### src/rtl/dts_pkg.sv
package dts_pkg;
  typedef enum logic [2:0] {
    ST_READ    = 3'd0,
    ST_RTW     = 3'd1,
    ST_WRITE   = 3'd2,
    ST_WTR     = 3'd3,
    ST_REFRESH = 3'd4
  } sched_state_e;

  typedef enum logic [1:0] {
    SEL_NOP     = 2'd0,
    SEL_CMD     = 2'd1,
    SEL_REQ     = 2'd2,
    SEL_REFRESH = 2'd3
  } steer_e;
endpackage

### src/rtl/dts_gap_timer.sv
module dts_gap_timer #(
  parameter int GAP = 1
) (
  input  logic clk,
  input  logic rst_n,
  input  logic fire,
  output logic ok
);
  localparam int W = $clog2(GAP + 1);
  localparam logic [W-1:0] LOAD = W'(GAP - 1);

  logic [W-1:0] cnt_q, cnt_d;
  logic         cnt_en;

  always_comb begin
    cnt_d  = cnt_q;
    cnt_en = fire || (cnt_q != '0);
    if (fire)               cnt_d = LOAD;
    else if (cnt_q != '0)   cnt_d = cnt_q - 1'b1;
  end

  always_ff @(posedge clk or negedge rst_n) begin
    if (!rst_n)      cnt_q <= '0;
    else if (cnt_en) cnt_q <= cnt_d;
  end

  assign ok = (cnt_q == '0);
endmodule

### src/rtl/dts_dwell_timer.sv
module dts_dwell_timer #(
  parameter int LIMIT         = 16,
  parameter bit START_EXPIRED = 1'b0
) (
  input  logic clk,
  input  logic rst_n,
  input  logic active,
  output logic expired
);
  localparam int W = $clog2(LIMIT + 1);
  localparam logic [W-1:0] LAST = W'(LIMIT - 1);
  localparam logic [W-1:0] INIT = START_EXPIRED ? LAST : '0;

  logic [W-1:0] cnt_q, cnt_d;

  always_comb begin
    if (!active)           cnt_d = '0;
    else if (cnt_q != LAST) cnt_d = cnt_q + 1'b1;
    else                   cnt_d = cnt_q;
  end

  always_ff @(posedge clk or negedge rst_n) begin
    if (!rst_n) cnt_q <= INIT;
    else        cnt_q <= cnt_d;
  end

  assign expired = (cnt_q == LAST);
endmodule

### src/rtl/dts_steer.sv
module dts_steer
  import dts_pkg::*;
#(
  parameter int NPHASES     = 2,
  parameter int RD_PHASE    = 0,
  parameter int RDCMD_PHASE = 1,
  parameter int WR_PHASE    = 1,
  parameter int WRCMD_PHASE = 0
) (
  input  sched_state_e           state,
  input  logic                   act_first,
  input  logic                   refresh_go,
  output logic [2*NPHASES-1:0]   sel
);
  function automatic steer_e pick(int p, int req_ph, int cmd_ph, logic cmd_wins);
    steer_e s;
    s = SEL_NOP;
    if (p == req_ph && p == cmd_ph) s = cmd_wins ? SEL_CMD : SEL_REQ;
    else if (p == req_ph)           s = SEL_REQ;
    else if (p == cmd_ph)           s = SEL_CMD;
    return s;
  endfunction

  for (genvar p = 0; p < NPHASES; p++) begin : g_phase
    steer_e ph_sel;
    always_comb begin
      unique case (state)
        ST_READ:    ph_sel = pick(p, RD_PHASE, RDCMD_PHASE, act_first);
        ST_WRITE:   ph_sel = pick(p, WR_PHASE, WRCMD_PHASE, act_first);
        ST_REFRESH: ph_sel = (p == 0 && refresh_go) ? SEL_REFRESH : SEL_NOP;
        default:    ph_sel = SEL_NOP;
      endcase
    end
    assign sel[2*p +: 2] = ph_sel;
  end
endmodule

### src/rtl/dram_turnaround_sched.sv
module dram_turnaround_sched
  import dts_pkg::*;
#(
  parameter int NPHASES      = 2,
  parameter int N_BM         = 8,
  parameter int RD_PHASE     = 0,
  parameter int RDCMD_PHASE  = 1,
  parameter int WR_PHASE     = 1,
  parameter int WRCMD_PHASE  = 0,
  parameter int READ_LATENCY = 5,
  parameter int CWL          = 3,
  parameter int T_WTR        = 2,
  parameter int T_CCD        = 1,
  parameter int T_RRD        = 6,
  parameter int READ_TIME    = 32,
  parameter int WRITE_TIME   = 16
) (
  input  logic                  clk,
  input  logic                  rst_n,
  input  logic                  read_avail,
  input  logic                  write_avail,
  input  logic                  act_pending,
  input  logic                  act_issued,
  input  logic                  col_issued,
  input  logic                  refresh_valid,
  input  logic [N_BM-1:0]       refresh_grant,
  output logic                  want_reads,
  output logic                  want_writes,
  output logic                  want_cmds,
  output logic                  want_activates,
  output logic [2*NPHASES-1:0]  steer_sel,
  output logic                  refresh_req,
  output logic                  refresh_ready
);
  localparam int RTW_CYC  = READ_LATENCY;
  localparam int WTR_CYC  = T_WTR + (CWL + NPHASES - 1) / NPHASES + T_CCD;
  localparam int TURN_MAX = (RTW_CYC > WTR_CYC) ? RTW_CYC : WTR_CYC;
  localparam int TW       = $clog2(TURN_MAX + 1);
  localparam logic [TW-1:0] RTW_LOAD = TW'(RTW_CYC - 2);
  localparam logic [TW-1:0] WTR_LOAD = TW'(WTR_CYC - 2);
  localparam bit SHARED_RD = (RD_PHASE == RDCMD_PHASE);
  localparam bit SHARED_WR = (WR_PHASE == WRCMD_PHASE);

  sched_state_e  state_q, state_d;
  logic [TW-1:0] turn_q, turn_d;
  logic          turn_en;
  logic          rd_expired, wr_expired;
  logic          ras_ok, cas_ok;
  logic          all_grant, go_write, go_read;
  logic          in_read, in_write, act_first;

  assign all_grant = &refresh_grant;
  assign in_read   = (state_q == ST_READ);
  assign in_write  = (state_q == ST_WRITE);

  dts_dwell_timer #(.LIMIT(READ_TIME), .START_EXPIRED(1'b1)) u_rd_dwell (
    .clk(clk), .rst_n(rst_n), .active(in_read), .expired(rd_expired));

  dts_dwell_timer #(.LIMIT(WRITE_TIME), .START_EXPIRED(1'b0)) u_wr_dwell (
    .clk(clk), .rst_n(rst_n), .active(in_write), .expired(wr_expired));

  dts_gap_timer #(.GAP(T_RRD)) u_rrd (
    .clk(clk), .rst_n(rst_n), .fire(act_issued), .ok(ras_ok));

  dts_gap_timer #(.GAP(T_CCD)) u_ccd (
    .clk(clk), .rst_n(rst_n), .fire(col_issued), .ok(cas_ok));

  assign go_write = write_avail && (!read_avail || rd_expired) && !act_pending;
  assign go_read  = read_avail && (!write_avail || wr_expired) && !act_pending;

  // next-state process
  always_comb begin
    state_d = state_q;
    turn_d  = turn_q;
    turn_en = 1'b0;
    unique case (state_q)
      ST_READ: begin
        if (refresh_valid) state_d = ST_REFRESH;
        else if (go_write) begin
          state_d = ST_RTW;
          turn_d  = RTW_LOAD;
          turn_en = 1'b1;
        end
      end
      ST_WRITE: begin
        if (refresh_valid) state_d = ST_REFRESH;
        else if (go_read) begin
          state_d = ST_WTR;
          turn_d  = WTR_LOAD;
          turn_en = 1'b1;
        end
      end
      ST_RTW: begin
        if (turn_q == '0) state_d = ST_WRITE;
        else begin
          turn_d  = turn_q - 1'b1;
          turn_en = 1'b1;
        end
      end
      ST_WTR: begin
        if (turn_q == '0) state_d = ST_READ;
        else begin
          turn_d  = turn_q - 1'b1;
          turn_en = 1'b1;
        end
      end
      ST_REFRESH: begin
        if (all_grant) state_d = ST_READ;
      end
      default: state_d = ST_READ;
    endcase
  end

  // register process
  always_ff @(posedge clk or negedge rst_n) begin
    if (!rst_n) begin
      state_q <= ST_READ;
      turn_q  <= '0;
    end else begin
      state_q <= state_d;
      if (turn_en) turn_q <= turn_d;
    end
  end

  assign act_first      = act_pending && ras_ok;
  assign want_cmds      = in_read || in_write;
  assign want_activates = want_cmds && ras_ok;
  assign want_reads     = in_read && cas_ok && !(SHARED_RD && act_first);
  assign want_writes    = in_write && cas_ok && !(SHARED_WR && act_first);
  assign refresh_req    = refresh_valid;
  assign refresh_ready  = (state_q == ST_REFRESH) && all_grant;

  dts_steer #(
    .NPHASES(NPHASES), .RD_PHASE(RD_PHASE), .RDCMD_PHASE(RDCMD_PHASE),
    .WR_PHASE(WR_PHASE), .WRCMD_PHASE(WRCMD_PHASE)
  ) u_steer (
    .state(state_q), .act_first(act_first), .refresh_go(all_grant), .sel(steer_sel));
endmodule

### config.mk
export PLATFORM = sky130hd
export DESIGN_NAME = dram_turnaround_sched
export DESIGN_NICKNAME = d
export VERILOG_FILES = /design/src/rtl/dts_pkg.sv /design/src/rtl/dts_gap_timer.sv /design/src/rtl/dts_dwell_timer.sv /design/src/rtl/dts_steer.sv /design/src/rtl/dram_turnaround_sched.sv
export SDC_FILE = /design/constraint.sdc
export NUM_CORES = 1
export LEC_CHECK = 0
export BUFFER_PORTS_ARGS = -buffer_cell sky130_fd_sc_hd__buf_2
export CORE_MARGIN = 3
export CORE_UTILIZATION = 50
export DETAILED_ROUTE_END_ITERATION = 7
export HOLD_SLACK_MARGIN = 0.05
export PLACE_DENSITY_LB_ADDON = 0.3
export SLEW_MARGIN = 15
export SYNTH_ARGS = -nofsm -noshare
export SYNTH_HDL_FRONTEND = slang
export SYNTH_SLANG_ARGS = --single-unit
### constraint.sdc
create_clock -name clk -period 2.31 [get_ports clk]
set_input_delay 0.231 -clock clk [delete_from_list [all_inputs] [get_ports clk]]
set_output_delay 0.231 -clock clk [all_outputs]
set_load 0.03 [all_outputs]
==> metrics.yaml <==
cts.sinks: 20
synth_cells: 120
root_buffer: "clkbuf_4"
status: "complete, no violations"
synth_top_family_by_area: "simple AND/OR/NAND/NOR gates"
synthMuxAreaShare_pct: 1.70
multi_input_area_um2: 589
routedWlPerCell_um: 12.9
hold_viol: 0
ys.flop_type: "dfrtp_1"
power.leakage_nw: 0.669
final_cells: 170
critPathLaunchType: "flip-flop"
gp_congestion: 0.789
maxSlewViolCount: 0
path_cells: "inv_1, nor4_1, a21oi_1, nor2_1, buf_2"
path_clk_slew_ns: 0.11
regArea_um2: 507
cp.required_ns: 2.08
ys_seq_area_share_pct: 43.0
postSynthAreaPerCell_um2: 9.82
setup_viol: 0
hold_depth: 2
fin_util_pct: 63.8
power_frac_clock_pct: 22.4
synth_edf_count: 0
worstMarginPinSlew_ns: 0.466
port_buffers: 24
synth_compound_area_share_pct: 11.7
syn_nets: 143
drtIter0Drc: 9
maxCapViolCount: 0
antenna_left: 0
p_switching_w: 0.000315
post-route-drc-count: 0
dp.cells: 165
cts_resized: 0
grt_setup_unrepaired: "no"
cts_tree: "done"
critPathMaxStageDelay_ns: 0.54
hold_path.class: "in2reg"
fin_crit_ns: 1.97
power.internal_w: 0.000578
end_kind: "output port"
fin_setup_tns_ns: 0
cp_max_fo: 8
drive_gt1_share_pct: 30.1
max_freq_mhz: 507
switching_share_pct: 35.3
num_vias: 896
grt_max_degree: 21
start_util_pct: 56.1
cts_made_buffers: 3
placed_area_mm2: 0.00129
die-area_mm2: 0.00298
finalCritPeriodShare_pct: 85.4
viasPerCell: 5.27
ys_warn_count: 0
dp_hpwl_um: 1760
yosysUniqueCellTypes: 41
ioPinCount: 26
critPathKind: "reg2out"
drt-total-wl_um: 2200
core_area_mm2: 0.00210
fill_cells: 184
grt_pass1_wl_um: 3950
final_common_cell: "buf_2"
grt_pass1_vias: 946
power_density_mw_per_mm2: 666
fin_worst_skew_ns: 0.00720
combPwrFrac_pct: 29.0
antenna_cells: 0
syn2layout_area_growth_pct: 13.8
grtUsageTotal_pct: 18.6
yosys_register_bits: 20
first_pass_iters: 4
clk_path_buf_depth: 2
synth_adder_area_share_pct: 7.43
worstPathArrival_ns: 1.74
antenna_found_initial: 0
relSlewSlack_pct: 69.0
slowest_stage: "dfrtp_1"
async_reset_ff_share_pct: 100
die_h_um: 54.6
cts_max_level: 1
fin_area_mm2: 0.00134
nets: 167
yosys.area_share.simple_pct: 24.0
rows: 16
die_x_um: 54.6
vdd_drop_max_v: 0.000424
layout_common_cells: "buf_2 (24), nor2_1 (15), dfrtp_1 (15)"
synth_area_mm2: 0.00118
grt_overflow: 0
seq_power_share_pct: 48.6
clkLatencyLatePin_ns: 0.30
reg2reg_depth: 7
synth-xor-area-share_pct: 5.20
## stage by stage
step	total power [W]	setup WS, ns	hold WS [ns]
after CTS	0.000908	0.300	0.0942
after detailed placement	0.000701	0.509	0.213
after global placement	0.000687	0.555	0.198
final	0.000893	0.338	0.103
after global routing	0.000963	0.188	0.117
after floorplan	0.000624	0.485	-0.0646
## worst max-delay path, delay by kind of cell, from the launching register on
kind                   cells  cell delay [ns]
AOI/OAI and AO/OA          1             0.08
buffers and inverters      2             0.38
DFF                        1             0.54
and+or+nand+nor            2             0.45
## per-layer routing
layer | GRT usage (%) | vias to the layer above | wire [um]
met5 | 0 | - | 0
met4 | 8.71 | 0 | 13
met3 | 3.27 | 2 | 108
met2 | 32.1 | 20 | 1100
met1 | 22.2 | 422 | 977
li1 | - | 452 | -
## sequential cells by signal (all words and copies together) (netlist names)
register and cells:
u_wr_dwell.cnt_q 5, turn_q 3, u_rrd.cnt_q 3, state_q 3, u_rd_dwell.cnt_q 6
## final timing paths
path	end	slack, ns	from
worst max-delay path	steer_sel[0]	0.34	state_q[2]
worst min-delay path	u_rrd.cnt_q[1]	0.10	act_issued
worst max register to register	turn_q[1]	0.48	u_wr_dwell.cnt_q[0]
worst min register to register	u_rrd.cnt_q[2]	0.51	u_rrd.cnt_q[2]
max in group asynchronous	u_rd_dwell.cnt_q[0]	1.55	rst_n
min in group asynchronous	u_wr_dwell.cnt_q[2]	0.40	rst_n
## final cells by class
type / count / share of cell area (%)
flip-flops and latches: 20 / 37.8
clock buffers: 4 / 2.71
multi-input cells: 82 / 43.9
repair buffers: 25 / 9.70
well taps: 27 / 2.52
inverters: 12 / 3.36
## cells in the mapped netlist (all sizes together) (3+ instances only)
cell,number,share of area (%)
xnor2,4,3.0
nor2b,3,1.6
a21oi,4,1.7
dfrtp,15,32
nor2,16,5.7
nand3,3,1.3
nand2b,4,2.1
inv,12,3.8
nor3,4,2.7
xor2,3,2.2
ha,7,7.4
nand2,7,2.7
nor4,3,2.9
dfstp,5,11
buf,5,2.8
## kinds of logic after synthesis
group / Yosys count
AO/OA/AOI/OAI: 18
XOR/XNOR: 7
adder cells (fa/ha/maj): 7
buffers and inverters: 18
flip-flops: 20
multiplexers: 2
AND/OR/NAND/NOR: 48
## timing repair
item,CTS,global route
endpoints found under the setup margin,0,0
setup buffers,0,0
hold endpoints to repair,15,0
hold buffers,1,0
## power by group through the flow
stage | Sequential, W | Clock, W | Combinational, W
floorplan | 0.000416 | 0 | 0.000208
global placement | 0.000439 | 0 | 0.000249
detailed placement | 0.000440 | 0 | 0.000260
CTS | 0.000434 | 0.000211 | 0.000263
global route | 0.000441 | 0.000227 | 0.000295
finish | 0.000434 | 0.000200 | 0.000259
Note: power is estimated with default switching activity, not from simulation.
